<file path="src/rtl/excseq_pkg.sv">
package excseq_pkg;

  localparam int CODE_W = 12;

  // status word bit positions that the handler and pipeline decode
  localparam int SR_FD_BIT   = 15;
  localparam int SR_BL_BIT   = 28;
  localparam int SR_RB_BIT   = 29;
  localparam int SR_MD_BIT   = 30;
  localparam int SR_MASK_LO  = 4;

  // delay slot flag positions
  localparam int DS_UNCOND   = 0;
  localparam int DS_COND     = 1;

  localparam logic [CODE_W-1:0] CODE_RESET    = 12'h000;
  localparam logic [CODE_W-1:0] CODE_TLB_LOAD = 12'h040;
  localparam logic [CODE_W-1:0] CODE_TLB_STOR = 12'h060;
  localparam logic [CODE_W-1:0] CODE_TRAP     = 12'h160;
  localparam logic [CODE_W-1:0] CODE_BL_PASS  = 12'h1E0;

  typedef enum logic [2:0] {
    KIND_NONE,
    KIND_RESET,
    KIND_TLBMISS,
    KIND_GENERAL,
    KIND_TRAP,
    KIND_IRQ
  } entryKind_e;

  typedef struct packed {
    logic       take;
    entryKind_e kind;
    logic       inSlot;
  } seqStrobe_t;

endpackage

</file>
<file path="src/rtl/excseq_ctrl.sv">
module excseq_ctrl
  import excseq_pkg::*;
#(
  parameter int MASK_W = 4
) (
  input  logic              excValid,
  input  logic [CODE_W-1:0] excCode,
  input  logic              irqReq,
  input  logic              irqVecValid,
  input  logic [MASK_W-1:0] irqLevel,
  input  logic [MASK_W-1:0] srMask,
  input  logic              srBl,
  input  logic [1:0]        dsFlags,
  output seqStrobe_t        strobe,
  output logic [CODE_W-1:0] effCode
);

  logic irqAccept;
  logic irqTake;
  logic escalate;

  // the candidate must beat the current mask strictly
  assign irqAccept = irqVecValid && (irqLevel > srMask);
  // exceptions always win; the block bit drops interrupts
  assign irqTake   = !excValid && irqReq && irqAccept && !srBl;
  // masked exceptions turn into reset, one code is exempt
  assign escalate  = srBl && (excCode != CODE_BL_PASS);
  assign effCode   = escalate ? CODE_RESET : excCode;

  always_comb begin
    strobe        = '0;
    strobe.kind   = KIND_NONE;
    strobe.inSlot = dsFlags[DS_UNCOND] | dsFlags[DS_COND];
    if (excValid) begin
      strobe.take = 1'b1;
      if (effCode == CODE_RESET)
        strobe.kind = KIND_RESET;
      else if (effCode == CODE_TLB_LOAD || effCode == CODE_TLB_STOR)
        strobe.kind = KIND_TLBMISS;
      else if (effCode == CODE_TRAP)
        strobe.kind = KIND_TRAP;
      else
        strobe.kind = KIND_GENERAL;
    end else if (irqTake) begin
      strobe.take = 1'b1;
      strobe.kind = KIND_IRQ;
    end
  end

endmodule

</file>
<file path="src/rtl/excseq_dp.sv">
module excseq_dp
  import excseq_pkg::*;
#(
  parameter int          XLEN     = 32,
  parameter int          MASK_W   = 4,
  parameter logic [31:0] RESET_PC = 32'hA000_0000
) (
  input  logic              clk,
  input  logic              rstN,
  input  seqStrobe_t        strobe,
  input  logic [CODE_W-1:0] effCode,
  input  logic [CODE_W-1:0] irqVec,
  input  logic [XLEN-1:0]   srIn,
  input  logic [XLEN-1:0]   vbr,
  input  logic [XLEN-1:0]   pcIn,
  input  logic [XLEN-1:0]   r15In,
  output logic              entryValid,
  output logic [XLEN-1:0]   newPc,
  output logic [XLEN-1:0]   newSr,
  output logic [XLEN-1:0]   savedSr,
  output logic [XLEN-1:0]   savedPc,
  output logic [XLEN-1:0]   savedR15,
  output logic [CODE_W-1:0] expEvt,
  output logic [CODE_W-1:0] intEvt,
  output logic              slotClear
);

  localparam logic [XLEN-1:0] OFS_GENERAL = XLEN'(32'h100);
  localparam logic [XLEN-1:0] OFS_TLBMISS = XLEN'(32'h400);
  localparam logic [XLEN-1:0] OFS_IRQ     = XLEN'(32'h600);
  localparam logic [XLEN-1:0] INSN_BYTES  = XLEN'(2);
  localparam logic [XLEN-1:0] PC_AT_RESET = XLEN'(RESET_PC);

  logic [XLEN-1:0] srNext;
  logic [XLEN-1:0] pcNext;
  logic [XLEN-1:0] spcNext;
  logic [XLEN-1:0] slotAdj;
  logic [XLEN-1:0] trapAdj;

  always_comb begin
    srNext = srIn;
    srNext[SR_BL_BIT] = 1'b1;
    srNext[SR_RB_BIT] = 1'b1;
    srNext[SR_MD_BIT] = 1'b1;
    if (strobe.kind == KIND_RESET) begin
      srNext[SR_FD_BIT] = 1'b0;
      srNext[SR_MASK_LO +: MASK_W] = '1;
    end
  end

  always_comb begin
    unique case (strobe.kind)
      KIND_RESET:   pcNext = PC_AT_RESET;
      KIND_TLBMISS: pcNext = vbr + OFS_TLBMISS;
      KIND_IRQ:     pcNext = vbr + OFS_IRQ;
      default:      pcNext = vbr + OFS_GENERAL;
    endcase
  end

  // back up to the branch for a delay slot, skip the trap on return
  assign slotAdj = strobe.inSlot ? INSN_BYTES : '0;
  assign trapAdj = (strobe.kind == KIND_TRAP) ? INSN_BYTES : '0;
  assign spcNext = pcIn - slotAdj + trapAdj;

  always_ff @(posedge clk) begin
    if (!rstN) begin
      entryValid <= 1'b0;
      slotClear  <= 1'b0;
      newPc      <= '0;
      newSr      <= '0;
      savedSr    <= '0;
      savedPc    <= '0;
      savedR15   <= '0;
      expEvt     <= '0;
      intEvt     <= '0;
    end else begin
      entryValid <= strobe.take;
      slotClear  <= strobe.take && strobe.inSlot;
      if (strobe.take) begin
        newPc    <= pcNext;
        newSr    <= srNext;
        savedSr  <= srIn;
        savedPc  <= spcNext;
        savedR15 <= r15In;
        if (strobe.kind == KIND_IRQ)
          intEvt <= irqVec;
        else
          expEvt <= effCode;
      end
    end
  end

endmodule

</file>
<file path="src/rtl/excseq_top.sv">
module excseq_top
  import excseq_pkg::*;
#(
  parameter int          XLEN     = 32,
  parameter int          MASK_W   = 4,
  parameter logic [31:0] RESET_PC = 32'hA000_0000
) (
  input  logic              clk,
  input  logic              rstN,
  input  logic              excValid,
  input  logic [CODE_W-1:0] excCode,
  input  logic              irqReq,
  input  logic              irqVecValid,
  input  logic [CODE_W-1:0] irqVec,
  input  logic [MASK_W-1:0] irqLevel,
  input  logic [XLEN-1:0]   srIn,
  input  logic [XLEN-1:0]   vbr,
  input  logic [XLEN-1:0]   pcIn,
  input  logic [XLEN-1:0]   r15In,
  input  logic [1:0]        dsFlags,
  output logic              entryValid,
  output logic [XLEN-1:0]   newPc,
  output logic [XLEN-1:0]   newSr,
  output logic [XLEN-1:0]   savedSr,
  output logic [XLEN-1:0]   savedPc,
  output logic [XLEN-1:0]   savedR15,
  output logic [CODE_W-1:0] expEvt,
  output logic [CODE_W-1:0] intEvt,
  output logic              slotClear
);

  seqStrobe_t        strobe;
  logic [CODE_W-1:0] effCode;

  excseq_ctrl #(.MASK_W(MASK_W)) ctrl_i (
    .excValid    (excValid),
    .excCode     (excCode),
    .irqReq      (irqReq),
    .irqVecValid (irqVecValid),
    .irqLevel    (irqLevel),
    .srMask      (srIn[SR_MASK_LO +: MASK_W]),
    .srBl        (srIn[SR_BL_BIT]),
    .dsFlags     (dsFlags),
    .strobe      (strobe),
    .effCode     (effCode)
  );

  excseq_dp #(.XLEN(XLEN), .MASK_W(MASK_W), .RESET_PC(RESET_PC)) dp_i (
    .clk        (clk),
    .rstN       (rstN),
    .strobe     (strobe),
    .effCode    (effCode),
    .irqVec     (irqVec),
    .srIn       (srIn),
    .vbr        (vbr),
    .pcIn       (pcIn),
    .r15In      (r15In),
    .entryValid (entryValid),
    .newPc      (newPc),
    .newSr      (newSr),
    .savedSr    (savedSr),
    .savedPc    (savedPc),
    .savedR15   (savedR15),
    .expEvt     (expEvt),
    .intEvt     (intEvt),
    .slotClear  (slotClear)
  );

endmodule

</file>
<file path="config.mk">
export PLATFORM = sky130hd
export DESIGN_NAME = excseq_top
export DESIGN_NICKNAME = d
export VERILOG_FILES = /design/src/rtl/excseq_pkg.sv /design/src/rtl/excseq_ctrl.sv /design/src/rtl/excseq_dp.sv /design/src/rtl/excseq_top.sv
export SDC_FILE = /design/constraint.sdc
export NUM_CORES = 1
export LEC_CHECK = 0
export BUFFER_PORTS_ARGS = -buffer_cell sky130_fd_sc_hd__buf_2
export CORE_AREA = 2 2 137 139
export DETAILED_ROUTE_END_ITERATION = 10
export DIE_AREA = 0 0 139 141
export GPL_ROUTABILITY_DRIVEN = 0
export MAX_ROUTING_LAYER = met4
export PLACE_DENSITY = 0.8
export SLEW_MARGIN = 15
export SYNTH_ARGS = -nofsm -noshare
export SYNTH_HDL_FRONTEND = slang
export SYNTH_SLANG_ARGS = --single-unit
</file>
<file path="constraint.sdc">
create_clock -name clk -period 12.16 [get_ports clk]
set_input_delay 0.608 -clock clk [delete_from_list [all_inputs] [get_ports clk]]
set_output_delay 0.608 -clock clk [all_outputs]
set_load 0.05 [all_outputs]
</file>
==> run metrics <==
result of the run finished, final reports clean; Min-Delay Path Depth 2; maximum fanout encountered on the critical timing path 6; Data arrival, critical path 5.71 ns; number of antenna violations at the first check in global routing 1; summed instance area of the synthesized netlist 0.00884 mm2; sequential cell area fraction in the yosys report 36.2%; number of unique standard cell types used by synthesis 81; share of synthesized cell area in full adder, half adder and majority cells 5.83%; floorplan die area 0.0196 mm2; mean number of vias per cell 5.67; number of slew-limit violations in the final report 0; height of the die 141 um; Die Span X 139 um; actual transition at the worst max-transition pin 1.17 ns; async set-or-reset flop fraction in the synthesized netlist 0%; Max transition margin 21.4%; Syn Inst Count 1157; synthesized area per cell 7.64 um2; worst setup margin 6.81 ns; cell types with the largest area share after synthesis sky130_fd_sc_hd__dfxtp_1 36%, sky130_fd_sc_hd__nand2_1 10%, sky130_fd_sc_hd__a21oi_1 9.8%; CTS Buffer Depth 2; Yosys warnings 0; Worst Reg2Reg Path Length in Cells 2; Crit. End Element register; antenna violation net count after detailed routing 0; clock sink count 160; largest net degree at the start of global routing 109; # hold bufs at CTS 0; dominant cell type by area after synthesis sky130_fd_sc_hd__dfxtp_1; launching element type of the critical path input port; post-synthesis compound-gate area fraction 25.2%; post-detailed-placement half-perimeter wirelength 21.3 mm; count of boundary I/O pins 349; ranking of synthesized cells by instance count 238 x sky130_fd_sc_hd__nand2_1, 174 x sky130_fd_sc_hd__a21oi_1, 160 x sky130_fd_sc_hd__dfxtp_1; Core Footprint 0.0183 mm2; power per unit of standard cell area 138 mW/mm2; highest ir drop seen on vdd 0.0985 mV; period utilisation layout 44.0%; RSZ-0062 raised after global routing false; Initial Util 48.4%; fraction of synthesized area in multiplexers 0.453%; number of enable flip-flop cells after synthesis 0; per-cell routed wire length 17.1 um; Required @ worst endpoint 12.52 ns; clock-pin slew reported for the worst setup and hold paths after clock tree synthesis 0.07 ns; accumulated negative setup slack 0 ns; cell with the most instances after synthesis sky130_fd_sc_hd__nand2_1; max-cap violation count 0; CTS tree built; clock insertion delay at the later pin of the skew report 0.42 ns; area share of and/or/nand/nor cells after synthesis 21.2%; count of buffers inserted at the top-level ports 348; GR Overflow Total 0; main combinational cell family by area after synthesis compound AO/OA/AOI/OAI gates; via count of the first global-routing pass 8763; cells resized by post-CTS repair 0; Fmax achieved 0.187 GHz; count of final setup violators 0; root buffer selected by CTS sky130_fd_sc_hd__clkbuf_16; total setup buffers inserted after CTS 0; Nets 1640; wire length of the first global-routing pass 44.6 mm; ratio of cells with drive above 1 in the final layout 28.7%; wirelength, routed 28.8 mm; Worst Skew 0 ns; Final Critical Period 5.35 ns; kind of critical path in -> reg; final core area utilization 60.7%; DRC Markers 0; Hold Fails Final Rpt 0; number of search-and-repair iterations in the first detailed-routing pass 5; number of clock buffers inserted by TritonCTS 17; synth-to-layout area growth 25.3%; number of register bits inferred by synthesis 160; total routing usage reported by global routing 28.9%; number of rows created at floorplan 50; number of vias after detailed routing 9553; fraction of post-synthesis cell area in the top cell type by area 36.2%; top flip-flop cell by instance count after synthesis sky130_fd_sc_hd__dfxtp_1; Syn Nets 1360; xor/xnor share of the synthesized area 3.66%; worst setup slack after placement 6.45 ns; number of levels the H-tree was split into 4; Worst Hold Class in -> reg; Iteration-0 DRC Markers 848; leakage power figure 5.31 nW
==> critical path, cell delays in order <==
cell and delay (ns):
sky130_fd_sc_hd__buf_2 0.12, sky130_fd_sc_hd__or4_1 0.60, sky130_fd_sc_hd__o41ai_4 0.52, sky130_fd_sc_hd__o311ai_4 0.24, sky130_fd_sc_hd__or4_1 0.58, sky130_fd_sc_hd__fa_1 0.46
sky130_fd_sc_hd__inv_1 0.08, sky130_fd_sc_hd__ha_1 0.11, sky130_fd_sc_hd__nor2b_1 0.17, sky130_fd_sc_hd__o2111ai_1 0.15, sky130_fd_sc_hd__a21oi_1 0.19, sky130_fd_sc_hd__o21ai_0 0.19
sky130_fd_sc_hd__o21ai_0 0.57, sky130_fd_sc_hd__a211o_1 0.30, sky130_fd_sc_hd__a211oi_1 0.11, sky130_fd_sc_hd__or4b_2 0.62, sky130_fd_sc_hd__nand3_1 0.10
==> registers in the layout, summed over array words and instances, names as in the netlist <==
signal           flops
dp_i.newSr           6
dp_i.newPc          32
dp_i.entryValid      1
dp_i.intEvt         12
dp_i.savedPc        32
dp_i.savedR15       32
dp_i.savedSr        32
dp_i.slotClear       1
dp_i.expEvt         12
==> final cells by class <==
type                    count  area, um2
fillers                  1734       7190
inverters                  50        189
flip-flops and latches    160       3200
diodes                      1       2.50
multi-input cells         854       5000
clock buffers              18        439
clock inverters            14        168
repair buffers            354       1790
well taps                 234        293
==> per-stage QoR <==
stage	total power, W	hold WS, ns	cell area [um2]	cells
after floorplan	0.000893	0.671	8840	1157
after detailed placement	0.00100	0.441	10500	1652
after CTS	0.00154	0.380	11100	1684
final	0.00153	0.395	11100	1685
after global placement	0.000996	0.433	10500	1652
after global routing	0.00159	0.385	11100	1685
==> where the power goes <==
group / leakage [nW] / switching [W] / internal [W]
combinational: 3.69 / 0.000297 / 0.000117
clock: 0.295 / 0.000255 / 0.000283
sequential: 1.32 / 0.0000202 / 0.000560
==> layout by cell type, fill, tap and decap left out, drive strengths merged, types with 18 or more instances in the layout <==
cell type and count:
inv 54, buf 354, nor2 66, nand2 240
a21oi 178, clkbuf 18, nand3 32, o21ai 56
dfxtp 160, xor2 20, ha 38
==> path summary, 6_finish.rpt <==
path | from | endpoint | slack (ns)
setup / recovery | excCode[0] | dp_i.savedPc[30]$_SDFFE_PN0N_ | 6.81
hold / removal | vbr[0] | dp_i.newPc[0]$_SDFFE_PN0N_ | 0.40
setup reg to reg | dp_i.newPc[19]$_SDFFE_PN0N_ | dp_i.newPc[19]$_SDFFE_PN0N_ | 11.30
hold reg to reg | dp_i.savedR15[17]$_SDFFE_PN0N_ | dp_i.savedR15[17]$_SDFFE_PN0N_ | 0.45
==> routing by layer <==
layer	vias up	part of all wire, %	wire length (um)	GRT usage [%]
met3	79	7.9	2270	6.76
met4	0	3.6	1020	12.0
li1	4589	-	-	-
met1	4427	41	11700	34.7
met2	458	48	13800	46.8
met5	-	0	0	-
==> kinds of logic after synthesis <==
logic type | after synthesis
muxes | 4
xor gates and xnor gates | 37
buffers and inverters | 143
AOI/OAI and AO/OA | 352
DFF | 160
adders and majority gates | 40
and+or+nand+nor | 421
(Power assumes the default switching activity.)
